### src/rtl/sf_pkg.sv
package sf_pkg;

   typedef enum logic [1:0] {
      RES_OK    = 2'd0,
      RES_MISS  = 2'd1,
      RES_CRC   = 2'd2,
      RES_SHORT = 2'd3
   } res_e;

   typedef enum logic [1:0] {
      ST_WAIT,
      ST_SKIP,
      ST_START,
      ST_BODY
   } st_e;

   localparam logic [7:0] STUFF_BYTE = 8'hFF;

   // One byte of a non-reflected CRC, most significant bit first.
   function automatic logic [31:0] crc_step(input logic [31:0] c,
                                            input logic [7:0]  d,
                                            input logic [31:0] poly);
      logic [31:0] r;
      logic        fb;
      r = c;
      for (int i = 7; i >= 0; i--) begin
         fb = r[31] ^ d[i];
         r  = {r[30:0], 1'b0} ^ (fb ? poly : 32'h0);
      end
      return r;
   endfunction

endpackage

### src/rtl/sf_crc_acc.sv
module sf_crc_acc #(
   parameter logic [31:0] POLY = 32'h04C11DB7
) (
   input  logic        clk,
   input  logic        rst_n,
   input  logic        start,
   input  logic        step,
   input  logic [7:0]  data,
   output logic [31:0] crc_next
);
   logic [31:0] crc_q;
   logic [31:0] crc_base;

   assign crc_base = start ? 32'hFFFF_FFFF : crc_q;
   assign crc_next = sf_pkg::crc_step(crc_base, data, POLY);

   always_ff @(posedge clk) begin
      if (!rst_n)    crc_q <= 32'hFFFF_FFFF;
      else if (step) crc_q <= crc_next;
   end
endmodule

### src/rtl/sf_hdr_match.sv
module sf_hdr_match #(
   parameter int HDR_BYTES = 8,
   parameter int IDX_W     = 13,
   localparam int LANES    = HDR_BYTES - 2,
   localparam int FLT_W    = LANES * 8
) (
   input  logic             clk,
   input  logic             rst_n,
   input  logic             start,
   input  logic             step,
   input  logic [IDX_W-1:0] idx,
   input  logic [7:0]       data,
   input  logic [FLT_W-1:0] flt_value,
   input  logic [FLT_W-1:0] flt_mask,
   output logic             miss_now
);
   logic [LANES-1:0] lane_bad;
   logic             acc_q;

   for (genvar i = 0; i < LANES; i++) begin : g_lane
      localparam int POS = (i == 0) ? 0 : i + 2;
      assign lane_bad[i] = (idx == IDX_W'(POS)) &&
                           (|((data ^ flt_value[8*i +: 8]) & flt_mask[8*i +: 8]));
   end

   assign miss_now = (start ? 1'b0 : acc_q) | (|lane_bad);

   always_ff @(posedge clk) begin
      if (!rst_n)    acc_q <= 1'b0;
      else if (step) acc_q <= miss_now;
   end
endmodule

### src/rtl/sf_section_filter.sv
module sf_section_filter #(
   parameter int          HDR_BYTES = 8,
   parameter int          LEN_BITS  = 12,
   parameter logic [31:0] CRC_POLY  = 32'h04C11DB7,
   localparam int         FLT_W     = (HDR_BYTES - 2) * 8
) (
   input  logic             clk,
   input  logic             rst_n,
   input  logic             in_valid,
   output logic             in_ready,
   input  logic [7:0]       in_data,
   input  logic             in_first,
   input  logic             in_pusi,
   input  logic             cfg_multi,
   input  logic [FLT_W-1:0] flt_value,
   input  logic [FLT_W-1:0] flt_mask,
   output logic             out_valid,
   input  logic             out_ready,
   output logic [7:0]       out_data,
   output logic             out_first,
   output logic             out_last,
   output logic             res_valid,
   output logic [1:0]       res_code
);
   import sf_pkg::*;

   localparam int IDX_W = LEN_BITS + 1;
   localparam int HI_W  = LEN_BITS - 8;

   if (LEN_BITS < 9 || LEN_BITS > 16) begin : g_bad_len
      $error("LEN_BITS must lie in 9..16");
   end
   if (HDR_BYTES < 4 || HDR_BYTES > 16) begin : g_bad_hdr
      $error("HDR_BYTES must lie in 4..16");
   end

   st_e               st_q, st_d;
   logic [7:0]        skip_q, skip_d;
   logic [IDX_W-1:0]  idx_q;
   logic [HI_W-1:0]   len_hi_q;
   logic [LEN_BITS-1:0] len_q, len_now;
   logic              pkt_pusi_q, pusi_cur;
   logic              xfer, ptr_byte, in_body, start_ok, start_go, step, sec_last;
   logic              miss_now;
   logic [31:0]       crc_next;
   res_e              res_d, res_q;
   logic              res_fire;

   assign in_ready = !out_valid || out_ready;
   assign xfer     = in_valid && in_ready;
   assign ptr_byte = in_first && in_pusi;
   assign pusi_cur = in_first ? in_pusi : pkt_pusi_q;
   assign start_ok = !in_first && (in_data != STUFF_BYTE);
   assign start_go = (st_q == ST_START) && !ptr_byte && start_ok;
   assign in_body  = (st_q == ST_BODY) && !ptr_byte;
   assign step     = xfer && (start_go || in_body);
   assign len_now  = (idx_q == IDX_W'(2)) ? {len_hi_q, in_data} : len_q;
   assign sec_last = in_body && (idx_q >= IDX_W'(2)) &&
                     (idx_q == ({1'b0, len_now} + IDX_W'(2)));

   sf_crc_acc #(.POLY(CRC_POLY)) u_crc (
      .clk      (clk),
      .rst_n    (rst_n),
      .start    (st_q == ST_START),
      .step     (step),
      .data     (in_data),
      .crc_next (crc_next)
   );

   sf_hdr_match #(.HDR_BYTES(HDR_BYTES), .IDX_W(IDX_W)) u_match (
      .clk       (clk),
      .rst_n     (rst_n),
      .start     (st_q == ST_START),
      .step      (step),
      .idx       (idx_q),
      .data      (in_data),
      .flt_value (flt_value),
      .flt_mask  (flt_mask),
      .miss_now  (miss_now)
   );

   always_comb begin
      st_d   = st_q;
      skip_d = skip_q;
      if (xfer) begin
         if (ptr_byte) begin
            if (in_data == 8'd0) st_d = ST_START;
            else begin
               st_d   = ST_SKIP;
               skip_d = in_data;
            end
         end else begin
            unique case (st_q)
               ST_SKIP: begin
                  skip_d = skip_q - 8'd1;
                  if (skip_q == 8'd1) st_d = ST_START;
               end
               ST_START: st_d = start_ok ? ST_BODY : ST_WAIT;
               ST_BODY:  if (sec_last) st_d = (cfg_multi && pusi_cur) ? ST_START : ST_WAIT;
               default:  ;
            endcase
         end
      end
   end

   always_comb begin
      res_fire = xfer && ((ptr_byte && st_q == ST_BODY) || sec_last);
      if (ptr_byte)                                        res_d = RES_SHORT;
      else if (miss_now || idx_q < IDX_W'(HDR_BYTES - 1)) res_d = RES_MISS;
      else if (crc_next != 32'h0)                          res_d = RES_CRC;
      else                                                 res_d = RES_OK;
   end

   always_ff @(posedge clk) begin
      if (!rst_n) begin
         st_q       <= ST_WAIT;
         skip_q     <= 8'd0;
         idx_q      <= '0;
         len_hi_q   <= '0;
         len_q      <= '0;
         pkt_pusi_q <= 1'b0;
         out_valid  <= 1'b0;
         out_data   <= 8'd0;
         out_first  <= 1'b0;
         out_last   <= 1'b0;
         res_valid  <= 1'b0;
         res_q      <= RES_OK;
      end else begin
         st_q      <= st_d;
         skip_q    <= skip_d;
         res_valid <= res_fire;
         if (res_fire) res_q <= res_d;
         if (xfer) begin
            if (in_first) pkt_pusi_q <= in_pusi;
            idx_q <= (step && !sec_last) ? idx_q + IDX_W'(1) : '0;
            if (in_body && idx_q == IDX_W'(1)) len_hi_q <= in_data[HI_W-1:0];
            if (in_body && idx_q == IDX_W'(2)) len_q    <= len_now;
            out_valid <= step;
            out_data  <= in_data;
            out_first <= start_go;
            out_last  <= sec_last;
         end else if (out_ready) begin
            out_valid <= 1'b0;
         end
      end
   end

   assign res_code = res_q;
endmodule

### config.mk
export PLATFORM = sky130hd
export DESIGN_NAME = sf_section_filter
export DESIGN_NICKNAME = d
export VERILOG_FILES = /design/src/rtl/sf_pkg.sv /design/src/rtl/sf_crc_acc.sv /design/src/rtl/sf_hdr_match.sv /design/src/rtl/sf_section_filter.sv
export SDC_FILE = /design/constraint.sdc
export NUM_CORES = 1
export LEC_CHECK = 0
export ABC_AREA = 1
export BUFFER_PORTS_ARGS = -buffer_cell sky130_fd_sc_hd__buf_4
export CAP_MARGIN = 20
export CORE_UTILIZATION = 40
export DETAILED_ROUTE_END_ITERATION = 8
export GPL_TIMING_DRIVEN = 1
export HOLD_SLACK_MARGIN = 0.08
export SLEW_MARGIN = 10
export SYNTH_ARGS = -nofsm -noshare
export SYNTH_HDL_FRONTEND = slang
export SYNTH_SLANG_ARGS = --single-unit
### constraint.sdc
create_clock -name clk -period 5.75 [get_ports clk]
set_input_delay 1.15 -clock clk [delete_from_list [all_inputs] [get_ports clk]]
set_output_delay 1.15 -clock clk [all_outputs]
set_load 0.005 [all_outputs]
==> results.md, run 1 <==
* Status: finished, final reports clean
* 1st-iter DRT viols at approximately 450
* FFs w/ async S/R, synth at 0%
* Root Driver: clkbuf_16
* First-pass GRT wire length at 34800 um
* Synthesized Nets at 1185
* Clock Sinks at 87
* Setup Buffers After CTS at 0
* Number of antenna diodes at 0
* Seq/Total Area, Yosys at 25.7%
* Clk pin slew, worst setup/hold paths at ~0.070 ns
* Slew headroom at ~30%
* CP arrival at 3.93 ns
* Routed wire length at 21900 um
* Final setup violation count at 0
* CTS tree: done
* Row count at 47
* GRT Resource Usage Total at 25.2%
* Final Cycle Share at between 60% and 70%
* CP Launch Type: input port
* MaxCap Viol Count at 0
* Leak pwr at 3.79 nW
* Critical Path RT at roughly 6.0 ns
* Largest area contributor in the netlist: dfxtp_1
* Remaining DRCs at 0
* Number of synthesized flops with an enable pin at 0
* Min Tclk post-route at roughly 3.7 ns
* Dpl ws at 1.75 ns
* CTS buffer count at 9
* Ys flop type: dfxtp_1
* Die W at 132 um
* Largest family of logic cells by synthesized area: simple AND/OR/NAND/NOR gates
* Avg Cell Area, Syn at between 6 and 7 um2
* Min-Delay Path Class: flip-flop to flip-flop
* HPWL Detailed at roughly 16000 um
* Fill cells at 1724
* Critical Path End Type: flip-flop
* Hold buffer count at CTS at 0
* Final setup TNS at 0 ns
* Die Ht at 132 um
* Core area at around 17000 um2
* Multiplexer area fraction after synthesis at 0%
* Power Density at 225 nW/um2
* Initial antenna violation count at 0
* Fmax at 268 MHz
* Synth Warn # at 0
* Final net count at approximately 1.3k
* Main area contributors after synthesis: dfxtp_1 26%, nand2_1 18%, nand3_1 5.8%, xor2_1 5.8%, nor2_1 5.0%
* CTS max path bufs at 2
* Most common cell in the netlist: nand2_1
* Post-cts sizing count at 0
* Worst Tran Pin Value at 1.04 ns
* Commonest cells in the netlist: 318 x nand2_1, 91 x nor2_1, 87 x dfxtp_1
* Synth top area share at about 26%
* Final ANT Viol Nets at 0
* Simple-Gate Fraction of Synth Area at roughly two fifths
* Worst hold margin at ~0.46 ns
* Via/cell ratio at approximately 5.1
* Skew final at approximately 0.011 ns
* Vias after detailed routing at 7024
* Peak supply drop at 0.110 mV
* Fin. max-slew vios at 0
* Number of global-route vias before repair at around 6.4k
* Final hold violation count at 0
* Post-synthesis compound-gate area fraction at 14.6%
* IO Count at 126
* Total die area at around 17000 um2
* Post-route setup slack at 2.02 ns
* Largest fanout on the critical path at 41
* WS Path Type: input port to flip-flop
* Effective utilization at floorplan at 40.9%
* Cell Area, Synth at roughly 6800 um2
* Grt total ovfl at 0
* Clk_lat worst skew at 0.36 ns
* Pin count of the biggest net entering global routing at a little under 70
* Wirelength per Cell at 15.8 um
* P&R area growth vs syn at 19.4%
* Syn Inst Count at 1063
* H-tree depth at 3
* Synth cell types at 45
* Fraction of layout cells with a size suffix above 1 at 19.0%
* RSZ-0062 raised after global routing: false
* Area share of fa/ha/maj cells after synthesis at 2.03%
* Xor-xnor portion of the synthesized cell area at 10.4%
* RD Place Congestion at 0.878
* Detailed Routing Iterations Pass 1 at 5
* Yosys reg bits at 87
* # port buffers at 125
## layout make-up
type                    count  area, um2  area share [%]
clock inverters             6       68.8           0.849
repair buffers            130        976            12.0
multi-input cells         848       4510            55.6
flip-flops and latches     87       1740            21.5
well taps                 220        275            3.40
clock buffers              10        229            2.82
inverters                  82        308            3.80
## report_power, final
group | switching [mW] | total, mW | internal [mW]
Combinational | 0.344 | 0.562 | 0.218
Sequential | 0.0222 | 0.654 | 0.632
Clock | 0.269 | 0.608 | 0.340
## critical path: stages
cell and delay, ns:
buf_4 0.13, nand2_1 0.41, inv_1 0.40, nor2_1 0.32
nand2_1 0.15, nand2_1 0.13, buf_4 0.30, inv_1 0.33
buf_4 0.36, nand2_1 0.12, o211ai_1 0.08
## state kept, by name (all words and copies together), names as in the netlist
signal	count
u_match.acc_q	1
idx_q	13
u_crc.crc_q	32
skip_q	8
res_code	2
out_data	8
len_hi_q	4
pkt_pusi_q	1
st_q	2
out_last	1
len_q	12
out_first	1
res_valid	1
out_valid	1
## path summary, 6_finish.rpt
path / start / endpoint / slack, ns / cells past startpoint
min reg2reg: u_crc.crc_q[1]$_SDFFE_PN1P_ / u_crc.crc_q[1]$_SDFFE_PN1P_ / 0.46 / 2
max reg2reg: st_q[1]$_SDFFE_PN0P_ / res_code[1]$_SDFFE_PN0P_ / 2.04 / 19
min: u_crc.crc_q[1]$_SDFFE_PN1P_ / u_crc.crc_q[1]$_SDFFE_PN1P_ / 0.46 / 2
max: in_first / u_crc.crc_q[31]$_SDFFE_PN1P_ / 2.02 / 11
## stage by stage
stage | instance area, um2 | total power, mW | instances | util (%)
2_1_floorplan | 6790 | 1.04 | 1063 | -
3_3_place_gp | 7810 | 1.22 | 1367 | 47.1
3_5_place_dp | 7810 | 1.22 | 1367 | 47.1
4_1_cts | 8110 | 1.83 | 1383 | 48.9
5_1_grt | 8110 | 1.92 | 1383 | 48.9
6_report | 8110 | 1.82 | 1383 | 48.9
## metal layers
layer / share of wire, % / GRT usage [%] / vias to the layer above
met3: 6.5 / 4.69 / 24
met1: 48 / 33.9 / 3111
met2: 44 / 41.0 / 238
li1: - / - / 3651
met5: 0 / 0 / -
met4: 1.9 / 7.54 / 0
## cell families after synthesis
| logic type | after synthesis |
|---|---|
| adders and majority gates | 11 |
| AOI/OAI and AO/OA | 167 |
| DFF | 87 |
| buffers and inverters | 128 |
| and+or+nand+nor | 591 |
| xor gates and xnor gates | 79 |
## cell usage in the layout, fill, tap and decap left out, types with 5 or more instances in the layout
cell	n
nand3_1	79
dfxtp_1	87
nand3_2	6
o21ai_0	55
o211ai_1	23
a21oi_1	59
inv_1	78
nor2_4	6
nor4_1	10
xor2_1	45
nor2_1	91
xnor2_1	32
o2111ai_1	5
buf_4	130
ha_1	11
nand2_2	18
nand3b_1	7
nand4_1	12
nand2_1	318
a211oi_1	5
or2_2	28
nor3_1	5
clkbuf_16	9
Power figures use the tool's default switching activity.
==> run 2: changes to the inputs <==
- ABC_AREA: 1 -> 0
- clock period: 5.75 -> 3.2 ns (I/O delays scaled with it)
==> results.md, run 2 <==
* FFs w/ async S/R, synth at 0% (unchanged)
* Worst hold margin at 0.472 ns (+0.00995 ns)
* H-tree depth at 3 (unchanged)
* Final setup TNS at -8.27 ns (-8.27 ns)
* Largest Register: u_crc.crc_q
* WS Path Type: flip-flop to flip-flop
* Critical Path End: res_code[0]$_SDFFE_PN0P_
* Fill cells at 1580 (-8.4%)
* Syn Inst Count at 888 (-16%)
* Row count at 47 (unchanged)
* Slew headroom at 50.6% (+21 points)
* Peak supply drop at 0.285 mV (+160%)
* Critical path depth at 14 (+3)
* Top delay family on crit path: simple AND/OR/NAND/NOR gates
* Leak pwr at 3.79 nW (-0.22%)
* Final hold violation count at 0 (unchanged)
* P&R area growth vs syn at 32.4%
* Synth top area share at 25.8% (+0.095 points)
* Wirelength per Cell at 17.6 um (+11%)
* Most common cell in the netlist: nand2_1
* Yosys reg bits at 87 (unchanged)
* Min Tclk post-route at 3.72 ns
* Tot Pwr at 3.73 mW (+100%)
* Skew final at 0.00748 ns (-0.00344 ns)
* Critical Path Start: idx_q[5]$_SDFFE_PN0P_
* Largest area contributor in the netlist: dfxtp_1
* Pin count of the biggest net entering global routing at 68 (unchanged)
* CP arrival at 4.01 ns (+0.08 ns)
* Worst r2r path cells at 14 (-5)
* Hold buffer count at CTS at 0 (unchanged)
* First-pass GRT wire length at 35800 um (+2.9%)
* Post-route setup slack at -0.522 ns (-2.54 ns)
* Fin cells at 1272 (-8.0%)
* CTS tree: done
* Crit Reg-Reg Startpoint: idx_q[5]$_SDFFE_PN0P_
* Max reg flops at 32 (unchanged)
* Failing checks: setup timing
* Slowest stage cell, crit path: or4_4
* R2R setup slack at -0.52 ns (-2.56 ns)
* Placed insts at 1252 (-8.4%)
* Synth cell types at 63 (+40%)
* Effective utilization at floorplan at 40.9% (about the same)
* Status: finished with violations
* Min-Delay Path Class: flip-flop to flip-flop
* Remaining DRCs at 0 (unchanged)
* Worst path cell trace: or4_4, or3_4, nor2_4, nand2_2, nand2_2, ha_4, xor2_1, a311oi_1, o211ai_1, a2111o_1, nand4bb_4, or3_4, and3b_1, nor3_2
* Synth Warn # at 0 (unchanged)
* Worst Tran Pin Value at 0.741 ns (-0.300 ns)
* CTS buffer count at 9 (unchanged)
* Commonest cells in the netlist: 130 x nand2_1, 88 x xnor2_1, 87 x dfxtp_1
* Final Instance Area at 8950 um2 (+10%)
* Core area at 16500 um2 (-0.35%)
* Final net count at 1169 (-8.7%)
* GRT Resource Usage Total at 26.1% (+0.89 points)
* Cell Area, Synth at 6760 um2 (-0.37%)
* Seq/Total Area, Yosys at 25.8% (+0.095 points)
* Ys flop type: dfxtp_1
* Final ANT Viol Nets at 0 (unchanged)
* Die W at 132 um (-0.18%)
* Die Ht at 132 um (-0.18%)
* Critical Path End Type: flip-flop
* Vias after detailed routing at 6959 (-0.93%)
* HPWL Detailed at 16400 um (+0.95%)
* Worst R2R End: res_code[0]$_SDFFE_PN0P_
* Grt total ovfl at 0 (unchanged)
* # port buffers at 125 (unchanged)
* Number of synthesized flops with an enable pin at 0 (unchanged)
* Main area contributors after synthesis: dfxtp_1 26%, xnor2_1 11%, xor2_1 9.3%, nand2_1 7.2%, o211ai_1 4.1%
* MaxCap Viol Count at 0 (unchanged)
* Avg Cell Area, Syn at 7.61 um2 (+19%)
* Buffers and inverters on the worst path at 0 (-5)
* Dpl ws at -0.576 ns (-2.32 ns)
* Total die area at 17400 um2 (-0.36%)
* Finished Core Util at 54.2% (+5.3 points)
* Max incr delay on CP at 0.56 ns (+0.15 ns)
* Critical Path RT at 3.48 ns (-2.47 ns)
* 1st-iter DRT viols at 495 (+9.5%)
* Fin. max-slew vios at 0 (unchanged)
* Largest regs: u_crc.crc_q x32, idx_q x13, len_q x12
* Final Cycle Share at 116%
* IO Count at 126 (unchanged)
* Routed wire length at 22400 um (+2.4%)
* RSZ-0062 raised after global routing: true
* Largest fanout on the critical path at 6 (-85%)
* Most frequent cells in the layout: 212 x buf_4, 128 x nand2_1, 88 x xnor2_1
* Number of global-route vias before repair at 6533 (+1.6%)
* Clk_lat worst skew at 0.36 ns (about the same)
* Number of antenna diodes at 0 (unchanged)
* Fraction of layout cells with a size suffix above 1 at 25.6% (+6.6 points)
* Synthesized Nets at 1010 (-15%)
* Root Driver: clkbuf_16
* Initial antenna violation count at 0 (unchanged)
* Fmax at 269 MHz
* CP Launch Type: flip-flop
* Placed instance area at 8440 um2 (+8.1%)
* Power Density at 417 nW/um2 (+85%)
* CTS max path bufs at 2 (unchanged)
* Detailed Routing Iterations Pass 1 at 5 (unchanged)
* Commonest non-fill, non-tap cell in the layout: buf_4
* Via/cell ratio at 5.47 (+7.7%)
* Clock Sinks at 87 (unchanged)
* Final setup violation count at 19 (+19)
* Clk pin slew, worst setup/hold paths at 0.07 ns (about the same)
* RD Place Congestion at 0.856 (-2.6%)
==> run 2: area by class of cell <==
type                       count  area (um2)  share of cell area, %
inverter                      21        78.8                  0.881
sequential                    87        1750                   19.5
timing repair buffer         217        1670                   18.6
multi-input combinational    711        4830                   54.0
tap                          220         275                   3.08
clock buffer                  11         253                   2.82
clock inverter                 5         104                   1.16
==> run 2: kinds of logic after synthesis <==
family,after synthesis,synth area share (%)
DFF,87,25.8
buffers and inverters,91,5.22
AOI/OAI and AO/OA,188,19.6
and+or+nand+nor,332,23.5
adders and majority gates,11,2.04
muxes,17,2.54
xor gates and xnor gates,162,21.4
==> run 2: power by group <==
group          internal, mW  switching (mW)
combinational         0.625           0.653
sequential             1.13          0.0463
clock                 0.806           0.470
==> run 2: metal layers <==
layer | vias up | global-route usage (%) | wire length [um]
li1 | 3418 | - | -
met1 | 3271 | 35.3 | 10200
met2 | 247 | 42.5 | 10400
met3 | 23 | 5.00 | 1550
met4 | 0 | 6.78 | 255
met5 | - | 0 | 0
==> run 2: worst min path at each step <==
stage	to	cells after the start	start
global route	u_crc.crc_q[7]$_SDFFE_PN1P_	2	u_crc.crc_q[7]$_SDFFE_PN1P_
CTS	out_data[2]$_SDFFE_PN0P_	2	out_data[2]$_SDFFE_PN0P_
floorplan	idx_q[5]$_SDFFE_PN0P_	2	idx_q[5]$_SDFFE_PN0P_
detailed placement	out_data[5]$_SDFFE_PN0P_	2	out_data[5]$_SDFFE_PN0P_
global placement	out_data[1]$_SDFFE_PN0P_	2	out_data[1]$_SDFFE_PN0P_
finish	out_data[2]$_SDFFE_PN0P_	2	out_data[2]$_SDFFE_PN0P_
==> run 2: timing repair <==
item,CTS,global route
setup buffers,2,1
gates resized for setup,20,11
gates cloned,1,0
setup endpoints to repair,19,19
pin swaps,13,4
==> run 2: worst reg2reg max path, delay by kind of cell (launching register included) <==
family	cells	cell delay [ns]
compound gates	3	0.72
fa+ha+maj	1	0.20
simple gates	9	2.26
flops	1	0.32
xor+xnor	1	0.14
==> run 3: changes to the inputs <==
--- a/config.mk
+++ b/config.mk
@@ -7,4 +7,5 @@
 export LEC_CHECK = 0
 export ABC_AREA = 0
+export ABC_CLOCK_PERIOD_IN_PS = 3200
 export BUFFER_PORTS_ARGS = -buffer_cell sky130_fd_sc_hd__buf_4
 export CAP_MARGIN = 20
==> constraint.sdc (replaced) <==
create_clock -name clk -period 3.2 [get_ports clk]
set_input_delay 0.32 -clock clk [delete_from_list [all_inputs] [get_ports clk]]
set_output_delay 0.32 -clock clk [all_outputs]
set_load 0.005 [all_outputs]
==> results.md, run 3 (synthesis results as in run 2) <==
* Status: finished with violations
* Failing checks: setup timing
* CP arrival at 3.88 ns (-0.13 ns)
* Root Driver: clkbuf_16
* Clk pin slew, worst setup/hold paths at 0.07 ns (about the same)
* Hold Path End: out_valid$_SDFFE_PN0P_
* Number of global-route vias before repair at 6394 (-2.1%)
* Fmax at 275 MHz (+2.3%)
* Clk_lat worst skew at 0.36 ns (about the same)
* Detailed Routing Iterations Pass 1 at 5 (unchanged)
* Wirelength per Cell at 17.4 um (-1.3%)
* Footprint of the multi-input gates at 4800 um2 (-0.67%)
* MaxCap Viol Count at 0 (unchanged)
* Vias after detailed routing at 6839 (-1.7%)
* Largest fanout on the critical path at 5 (-1)
* Largest regs: u_crc.crc_q x32, idx_q x13, len_q x12
* Register area at 1750 um2 (unchanged)
* Worst Tran Pin Value at 0.854 ns (+0.113 ns)
* Hold Crit Start: out_ready
* Critical path's most frequent cell: or3_4
* Final setup violation count at 19 (unchanged)
* RSZ-0062 raised after global routing: true
* Slowest stage cell, crit path: or4_4
* Slew headroom at 42.8% (-7.8 points)
* Final hold violation count at 0 (unchanged)
* # port buffers at 125 (unchanged)
* CTS tree: done
* Pin count of the biggest net entering global routing at 66 (-2.9%)
* Critical Path RT at 3.45 ns (-0.03 ns)
* 1st-iter DRT viols at 431 (-13%)
* Leak pwr at 3.77 nW (-0.32%)
* H-tree depth at 3 (unchanged)
* Tot Pwr at 3.82 mW (+2.4%)
* CTS buffer count at 9 (unchanged)
* Crit Reg-Reg Startpoint: idx_q[4]$_SDFFE_PN0P_
* Placed insts at 1251 (-0.080%)
* Core area at 16500 um2 (unchanged)
* Skew final at 0.00990 ns (+0.00242 ns)
* Min-Delay Path Class: input port to flip-flop
* Number of antenna diodes at 0 (unchanged)
* Die Ht at 132 um (unchanged)
* Worst R2R End: idx_q[0]$_SDFFE_PN0P_
* P&R area growth vs syn at 31.8%
* Via/cell ratio at 5.39 (-1.6%)
* Fin. max-slew vios at 0 (unchanged)
* Initial antenna violation count at 0 (unchanged)
* Fill cells at 1570 (-0.63%)
* Power Density at 428 nW/um2 (+2.8%)
* Worst r2r path cells at 15 (+1)
* Effective utilization at floorplan at 40.9% (unchanged)
* WS Path Type: flip-flop to flip-flop
* Peak supply drop at 0.255 mV (-11%)
* Remaining DRCs at 0 (unchanged)
* Post-route setup slack at -0.438 ns (+0.0844 ns)
* Worst hold stages at 3 (+1)
* RD Place Congestion at 0.930 (+8.7%)
* Fraction of layout cells with a size suffix above 1 at 25.0% (-0.62 points)
* Total die area at 17400 um2 (unchanged)
* Most frequent cells in the layout: 212 x buf_4, 129 x nand2_1, 87 x xnor2_1
* Routed wire length at 22100 um (-1.4%)
* Die W at 132 um (unchanged)
* Largest Register: u_crc.crc_q
* Fin cells at 1270 (-0.16%)
* Clock Sinks at 87 (unchanged)
* Grt total ovfl at 0 (unchanged)
* Max incr delay on CP at 0.56 ns (about the same)
* CP Launch Type: flip-flop
* HPWL Detailed at 16300 um (-0.94%)
* IO Count at 126 (unchanged)
* Commonest non-fill, non-tap cell in the layout: buf_4
* Max reg flops at 32 (unchanged)
* GRT Resource Usage Total at 25.4% (-0.68 points)
* Final net count at 1167 (-0.17%)
* Final Cycle Share at 114% (-2.6 points)
* First-pass GRT wire length at 34800 um (-2.9%)
* Min Tclk post-route at 3.64 ns (-0.0844 ns)
* CTS max path bufs at 2 (unchanged)
* Row count at 47 (unchanged)
* R2R setup slack at -0.44 ns (+0.08 ns)
* Final ANT Viol Nets at 0 (unchanged)
* Worst path cell trace: or4_4, or3_4, nor2_4, nand2_1, nand2_2, ha_4, xor2_2, a311oi_1, o211ai_1, a2111o_1, nand4bb_4, or3_4, buf_6, a31oi_1, nor2b_1
* Critical Path End Type: flip-flop
==> run 3: changes by cell type in the layout (fill, tap and decap cells not counted), sizes merged <==
cell and change:
buf -2, clkinv -1, inv +1, clkbuf -2, bufinv +2
==> run 3: per-stage QoR <==
step,util [%],TNS [ns],instance area (um2),hold slack (ns),worst slack (ns)
finish,53.9,-6.75,8910,0.330,-0.438
global route,53.9,-9.38,8910,0.368,-0.571
CTS,53.8,-7.51,8880,0.326,-0.452
detailed placement,50.9,-8.64,8400,0.464,-0.538
global placement,50.9,-7.68,8400,0.463,-0.466
floorplan,-,-7.35,6820,0.448,-0.488
==> run 3: layer usage <==
layer / GRT usage (%) / wire, um / vias up
met5: 0 / 0 / -
met4: 9.69 / 461 / 0
met3: 4.61 / 1540 / 32
met2: 39.3 / 9850 / 236
met1: 35.1 / 10200 / 3168
li1: - / - / 3403
==> run 3: power by group <==
| part | internal (mW) | switching, mW | total, mW |
|---|---|---|---|
| sequential | 1.13 | 0.0452 | 1.17 |
| clock | 0.926 | 0.484 | 1.41 |
| combinational | 0.597 | 0.639 | 1.24 |
==> run 3: timing repair <==
action,in CTS,in global routing
gates resized for setup,17,6
endpoints found under the setup margin,19,19
hold buffers,0,0
pin swaps,11,5
buffers inserted,2,0
cloned,1,0
==> run 3: final cells by class <==
type	count	area share (%)
Clock buffer	9	2.53
Timing Repair Buffer	215	18.2
Tap cell	220	3.09
Multi-Input combinational cell	711	53.8
Clock inverter	7	1.88
Inverter	21	0.884
Sequential cell	87	19.6
==> run 3: worst max-delay path by stage <==
stage / start / end / slack (ns) / cells past startpoint
floorplan: idx_q[4]$_SDFFE_PN0P_ / idx_q[2]$_SDFFE_PN0P_ / -0.49 / 16
CTS: idx_q[4]$_SDFFE_PN0P_ / res_code[1]$_SDFFE_PN0P_ / -0.45 / 14
finish: idx_q[4]$_SDFFE_PN0P_ / idx_q[0]$_SDFFE_PN0P_ / -0.44 / 15
detailed placement: idx_q[4]$_SDFFE_PN0P_ / idx_q[3]$_SDFFE_PN0P_ / -0.54 / 14
global route: idx_q[4]$_SDFFE_PN0P_ / idx_q[0]$_SDFFE_PN0P_ / -0.57 / 15
global placement: idx_q[4]$_SDFFE_PN0P_ / idx_q[12]$_SDFFE_PN0P_ / -0.47 / 14
==> run 3: critical path: cells and delay by family, from the launching register on <==
kind            cells  cell delay (ns)
xor+xnor            1             0.13
simple gates        8             1.90
flops               1             0.32
fa+ha+maj           1             0.20
compound gates      4             0.84
buf+inv             1             0.15
